$ cat src/rtl/isr_seq_pkg.sv
package isr_seq_pkg;

    localparam int WORD_W = 16;

    typedef enum logic [3:0] {
        S_IDLE,
        S_PUSH_F,
        S_PUSH_CS,
        S_PUSH_IP,
        S_RD_IP,
        S_RD_CS,
        S_POP_IP,
        S_POP_CS,
        S_POP_F
    } seq_state_t;

    typedef struct packed {
        logic [WORD_W-1:0] sp;
        logic [WORD_W-1:0] cs;
        logic [WORD_W-1:0] ip;
        logic [WORD_W-1:0] flags;
    } ctx_t;

    function automatic logic is_push(seq_state_t s);
        return (s == S_PUSH_F) || (s == S_PUSH_CS) || (s == S_PUSH_IP);
    endfunction

    function automatic logic is_pop(seq_state_t s);
        return (s == S_POP_IP) || (s == S_POP_CS) || (s == S_POP_F);
    endfunction

endpackage

$ cat src/rtl/isr_seq_fsm.sv
module isr_seq_fsm
    import isr_seq_pkg::*;
(
    input  logic       clk,
    input  logic       rst,
    input  logic       req_valid,
    input  logic       ret_req,
    input  logic       mem_ready,
    output seq_state_t state,
    output logic       accept
);

    seq_state_t nxt;

    always_comb accept = (state == S_IDLE) && req_valid;

    always_comb begin
        nxt = state;
        unique case (state)
            S_IDLE: begin
                if (req_valid)    nxt = S_PUSH_F;
                else if (ret_req) nxt = S_POP_IP;
            end
            S_PUSH_F:  if (mem_ready) nxt = S_PUSH_CS;
            S_PUSH_CS: if (mem_ready) nxt = S_PUSH_IP;
            S_PUSH_IP: if (mem_ready) nxt = S_RD_IP;
            S_RD_IP:   if (mem_ready) nxt = S_RD_CS;
            S_RD_CS:   if (mem_ready) nxt = S_IDLE;
            S_POP_IP:  if (mem_ready) nxt = S_POP_CS;
            S_POP_CS:  if (mem_ready) nxt = S_POP_F;
            S_POP_F:   if (mem_ready) nxt = S_IDLE;
            default:   nxt = S_IDLE;
        endcase
    end

    always_ff @(posedge clk) begin
        if (rst) state <= S_IDLE;
        else     state <= nxt;
    end

endmodule

$ cat src/rtl/isr_seq_dp.sv
module isr_seq_dp
    import isr_seq_pkg::*;
#(
    parameter int TYPE_W = 8,
    parameter int PA_W   = 20,
    parameter int TF_BIT = 8,
    parameter int IF_BIT = 9
) (
    input  logic              clk,
    input  logic              rst,
    input  seq_state_t        state,
    input  logic              accept,
    input  logic [TYPE_W-1:0] req_type,
    input  logic [WORD_W-1:0] ss,
    input  logic              ld_en,
    input  ctx_t              ld_ctx,
    input  logic [WORD_W-1:0] mem_rdata,
    input  logic              mem_ready,
    output ctx_t              ctx,
    output logic              mem_en,
    output logic              mem_we,
    output logic [PA_W-1:0]   mem_addr,
    output logic [WORD_W-1:0] mem_wdata
);

    localparam logic [WORD_W-1:0] CLR_MASK = ~((WORD_W'(1) << TF_BIT) | (WORD_W'(1) << IF_BIT));

    logic [TYPE_W-1:0] vtype;
    logic [WORD_W-1:0] tmp_ip;
    logic [WORD_W-1:0] sp_dec;
    logic [WORD_W-1:0] sp_inc;
    logic [PA_W-1:0]   seg_base;
    logic [PA_W-1:0]   vec_base;

    always_comb begin
        sp_dec   = ctx.sp - WORD_W'(2);
        sp_inc   = ctx.sp + WORD_W'(2);
        seg_base = PA_W'({ss, 4'h0});
        vec_base = PA_W'({vtype, 2'b00});
    end

    always_comb begin
        mem_en    = (state != S_IDLE);
        mem_we    = is_push(state);
        mem_wdata = '0;
        mem_addr  = '0;
        unique case (state)
            S_PUSH_F:  begin mem_wdata = ctx.flags; mem_addr = seg_base + PA_W'(sp_dec); end
            S_PUSH_CS: begin mem_wdata = ctx.cs;    mem_addr = seg_base + PA_W'(sp_dec); end
            S_PUSH_IP: begin mem_wdata = ctx.ip;    mem_addr = seg_base + PA_W'(sp_dec); end
            S_RD_IP:   mem_addr = vec_base;
            S_RD_CS:   mem_addr = vec_base + PA_W'(2);
            S_POP_IP, S_POP_CS, S_POP_F: mem_addr = seg_base + PA_W'(ctx.sp);
            default:   mem_addr = '0;
        endcase
    end

    always_ff @(posedge clk) begin
        if (rst) begin
            ctx    <= '0;
            vtype  <= '0;
            tmp_ip <= '0;
        end else if (state == S_IDLE) begin
            if (accept) vtype <= req_type;
            if (ld_en)  ctx   <= ld_ctx;
        end else if (mem_ready) begin
            if (is_push(state)) ctx.sp <= sp_dec;
            if (is_pop(state))  ctx.sp <= sp_inc;
            unique case (state)
                S_PUSH_F: ctx.flags <= ctx.flags & CLR_MASK;
                S_RD_IP:  tmp_ip    <= mem_rdata;
                S_RD_CS:  begin ctx.cs <= mem_rdata; ctx.ip <= tmp_ip; end
                S_POP_IP: ctx.ip    <= mem_rdata;
                S_POP_CS: ctx.cs    <= mem_rdata;
                S_POP_F:  ctx.flags <= mem_rdata;
                default:  ;
            endcase
        end
    end

endmodule

$ cat src/rtl/isr_seq.sv
module isr_seq
    import isr_seq_pkg::*;
#(
    parameter int TYPE_W = 8,
    parameter int PA_W   = 20,
    parameter int TF_BIT = 8,
    parameter int IF_BIT = 9
) (
    input  logic              clk,
    input  logic              rst,
    input  logic              req_valid,
    input  logic [TYPE_W-1:0] req_type,
    output logic              req_ack,
    input  logic              ret_req,
    output logic              busy,
    input  logic [15:0]       ss,
    input  logic              ld_en,
    input  logic [15:0]       ld_sp,
    input  logic [15:0]       ld_cs,
    input  logic [15:0]       ld_ip,
    input  logic [15:0]       ld_flags,
    output logic [15:0]       sp,
    output logic [15:0]       cs,
    output logic [15:0]       ip,
    output logic [15:0]       flags,
    output logic              mem_en,
    output logic              mem_we,
    output logic [PA_W-1:0]   mem_addr,
    output logic [15:0]       mem_wdata,
    input  logic [15:0]       mem_rdata,
    input  logic              mem_ready
);

    seq_state_t state;
    logic       accept;
    ctx_t       ctx;
    ctx_t       ld_ctx;

    always_comb begin
        ld_ctx.sp    = ld_sp;
        ld_ctx.cs    = ld_cs;
        ld_ctx.ip    = ld_ip;
        ld_ctx.flags = ld_flags;
        sp      = ctx.sp;
        cs      = ctx.cs;
        ip      = ctx.ip;
        flags   = ctx.flags;
        req_ack = accept;
        busy    = (state != S_IDLE);
    end

    isr_seq_fsm fsm_i (
        .clk       (clk),
        .rst       (rst),
        .req_valid (req_valid),
        .ret_req   (ret_req),
        .mem_ready (mem_ready),
        .state     (state),
        .accept    (accept)
    );

    isr_seq_dp #(
        .TYPE_W (TYPE_W),
        .PA_W   (PA_W),
        .TF_BIT (TF_BIT),
        .IF_BIT (IF_BIT)
    ) dp_i (
        .clk       (clk),
        .rst       (rst),
        .state     (state),
        .accept    (accept),
        .req_type  (req_type),
        .ss        (ss),
        .ld_en     (ld_en),
        .ld_ctx    (ld_ctx),
        .mem_rdata (mem_rdata),
        .mem_ready (mem_ready),
        .ctx       (ctx),
        .mem_en    (mem_en),
        .mem_we    (mem_we),
        .mem_addr  (mem_addr),
        .mem_wdata (mem_wdata)
    );

endmodule

$ cat config.mk
export PLATFORM = sky130hd
export DESIGN_NAME = isr_seq
export DESIGN_NICKNAME = d
export VERILOG_FILES = /design/src/rtl/isr_seq_pkg.sv /design/src/rtl/isr_seq_fsm.sv /design/src/rtl/isr_seq_dp.sv /design/src/rtl/isr_seq.sv
export SDC_FILE = /design/constraint.sdc
export NUM_CORES = 1
export LEC_CHECK = 0
export BUFFER_PORTS_ARGS = -buffer_cell sky130_fd_sc_hd__buf_2
export CAP_MARGIN = 20
export CORE_MARGIN = 2
export CORE_UTILIZATION = 55
export CTS_CLUSTER_DIAMETER = 40
export DETAILED_ROUTE_END_ITERATION = 16
export PLACE_DENSITY_LB_ADDON = 0.3
export SLEW_MARGIN = 25
export SYNTH_ARGS = -nofsm -noshare
export SYNTH_HDL_FRONTEND = slang
export SYNTH_SLANG_ARGS = --single-unit
$ cat constraint.sdc
create_clock -name clk -period 9.15 [get_ports clk]
set_input_delay 0.915 -clock clk [delete_from_list [all_inputs] [get_ports clk]]
set_output_delay 0.915 -clock clk [all_outputs]
set_load 0.05 [all_outputs]
==> out/metrics.cfg <==
[clock_tree]
cts-root-buf = clkbuf_8
clkTransAtPathRegs_ns = 0.10
cts_max_path_buffers = 2
cts_resized = 0
htreeDepth = 3
cts_tree = done
ctsHoldBuffers = 0
cts_num_sinks = 92
clock_latency_ns = 0.38
post_cts_buffers = 0
cts_buffers = 9

[sta]
slew-limit-headroom = 0.303
setup_viol = 0
setup_ws_ns = 3.60
worst_pin_slew_ns = 1.05
fin_skew_ns = 0.00778
period_share = 0.607
slew_viol_final = 0
period_needed_ns = 5.55
grt_setup_unrepaired = false
tns_ns = 0
report.final.hold_viol_count = 0
fmaxAchievable_mhz = 180

[critical_path]
worstPathMaxFanout = 22
critPathCaptureType = output pin
crit_chain = or4b_2, nand3_1, nor2_1, xor2_1, ha_1, fa_1, a21o_1, a221oi_1, o21ai_0, o21a_1, o21a_1, nor3_1, buf_2
path_class = reg2out
critPathArrivalTime_ns = 4.64
cp-start-kind = register
cpPeakStageDelay_ns = 0.77
cp.required_ns = 8.24
crit_path_frequent_cell = o21a_1
slowest_stage = dfxtp_1

[global_route]
grt-ovfl-total = 0
track_usage = 0.312
antenna_found_initial = 0
grt_start_max_net_pins = 98
grt_pass1_vias = 6131
grt_pass1_wl_um = 29400

[floorplanning]
die_y_um = 109
ios = 214
start_util = 0.563
core_um2 = 10800
rows = 38
die_w_um = 109
dieArea_um2 = 11900

[detailed_routing]
drt_iter0_drc = 488
drt_first_pass_iters = 5
drc = 0
avgRoutedWirePerCell_um = 16.7
vias = 6619
viasPerCell = 5.84
routed_wl_um = 18900
ant_nets = 0

[synth]
syn-num-nets = 946
synth_area_per_cell_um2 = 7.42
yosysUniqueCellTypes = 71
synth_area_um2 = 6080
synthTopCellsByArea = dfxtp_1, mux2i_1, nand2_1
yosysSeqAreaShare = 0.303
synth_edf_count = 0
ys_ff_latch = 92
ys.flop_type = dfxtp_1
yosys.area.top_type = dfxtp_1
postSynthCellCount = 819
synth_most_common_cell = nand2_1
ys_warn_count = 0
async_flop_share = 0
synth_common_cells = nand2_1, nor2_1, dfxtp_1
synth.top_cell.area_share = 0.303

[final_layout]
diodes = 0
area_delta_synth_final_pct = 21.2
nNetsFinal = 1115
drive_gt1_frac = 0.255

[place]
dp_hpwl_um = 13300
io_buffers = 213
pre_cts_slack_ns = 4.05
gp_congestion = 0.946

[run_status]
outcome = finished, final reports clean

[min_path]
min_path_type = reg2reg

[flow_run]
maxCapViolCount = 0

-- kinds of logic (layout without fill, tap and decap cells) --
family / Yosys count / after routing / synth area share
AND/OR/NAND/NOR: 343 / 343 / 0.248
AO/OA/AOI/OAI: 213 / 213 / 0.233
flip-flops: 92 / 92 / 0.303
buffers and inverters: 77 / 251 / 0.0572
multiplexers: 54 / 54 / 0.0893
XOR/XNOR: 23 / 23 / 0.0331
adder cells (fa/ha/maj): 17 / 17 / 0.0362
-- critical path: cells and delay by family, from the launching register on --
kind | cells | cell delay [ns]
adders and majority gates | 2 | 0.65
DFF | 1 | 0.77
and+or+nand+nor | 4 | 1.14
xor gates and xnor gates | 1 | 0.16
AOI/OAI and AO/OA | 5 | 1.26
buffers and inverters | 1 | 0.29
-- flip-flops by register name, summed over array words and instances, names as in the netlist --
register / flops
dp_i.vtype: 8
fsm_i.state: 4
dp_i.ctx: 64
dp_i.tmp_ip: 16
-- through the flow --
stage,instance area (um2),hold slack [ns],utilization,cells
floorplan,6080,0.436,-,819
global placement,7110,0.441,0.659,1116
detailed placement,7120,0.446,0.660,1117
CTS,7360,0.458,0.682,1133
global route,7360,0.478,0.682,1133
finish,7360,0.459,0.682,1133
-- area by class of cell --
class                   instances  area (um2)
fillers                       954        3430
multi-input cells             650        3920
repair buffers                223        1140
inverters                      12        45.0
well taps                     140         175
flip-flops and latches         92        1840
clock inverters                 5         109
clock buffers                  11         131
-- final timing paths --
check             startpoint              end  slack, ns  cells past startpoint
min reg2reg  dp_i.tmp_ip[12]  dp_i.tmp_ip[12]       0.46                      2
max           fsm_i.state[3]     mem_addr[16]       3.60                     13
min          dp_i.tmp_ip[12]  dp_i.tmp_ip[12]       0.46                      2
max reg2reg   fsm_i.state[2]     dp_i.ctx[52]       6.02                      8
-- per-layer routing --
layer,global-route usage,up-vias,wire length (um)
li1,-,3260,-
met4,0.120,0,450
met3,0.0580,38,1450
met5,0,-,0
met2,0.551,278,9300
met1,0.373,3043,7720
-- cells in the final DEF, fill, tap and decap left out, types with 5 or more instances in the layout --
cell type	instances
nor2_1	126
o21ai_0	31
a21oi_1	60
inv_1	9
a21o_1	7
dfxtp_1	91
buf_4	9
nand4_1	7
mux2i_1	52
a311oi_1	16
ha_1	16
nand2_1	131
clkbuf_8	9
nand3_1	16
o22ai_1	5
xnor2_1	13
nor4_1	7
a211oi_1	19
nand2b_1	6
and3_1	6
o31ai_1	5
buf_2	213
a22oi_1	21
nor3_1	18
nor2b_1	5
xor2_1	10
a22o_1	6
Power is left out: the tool's default activity adds up to more than one toggle a clock period on the data nets, which glitch-free logic cannot reach.
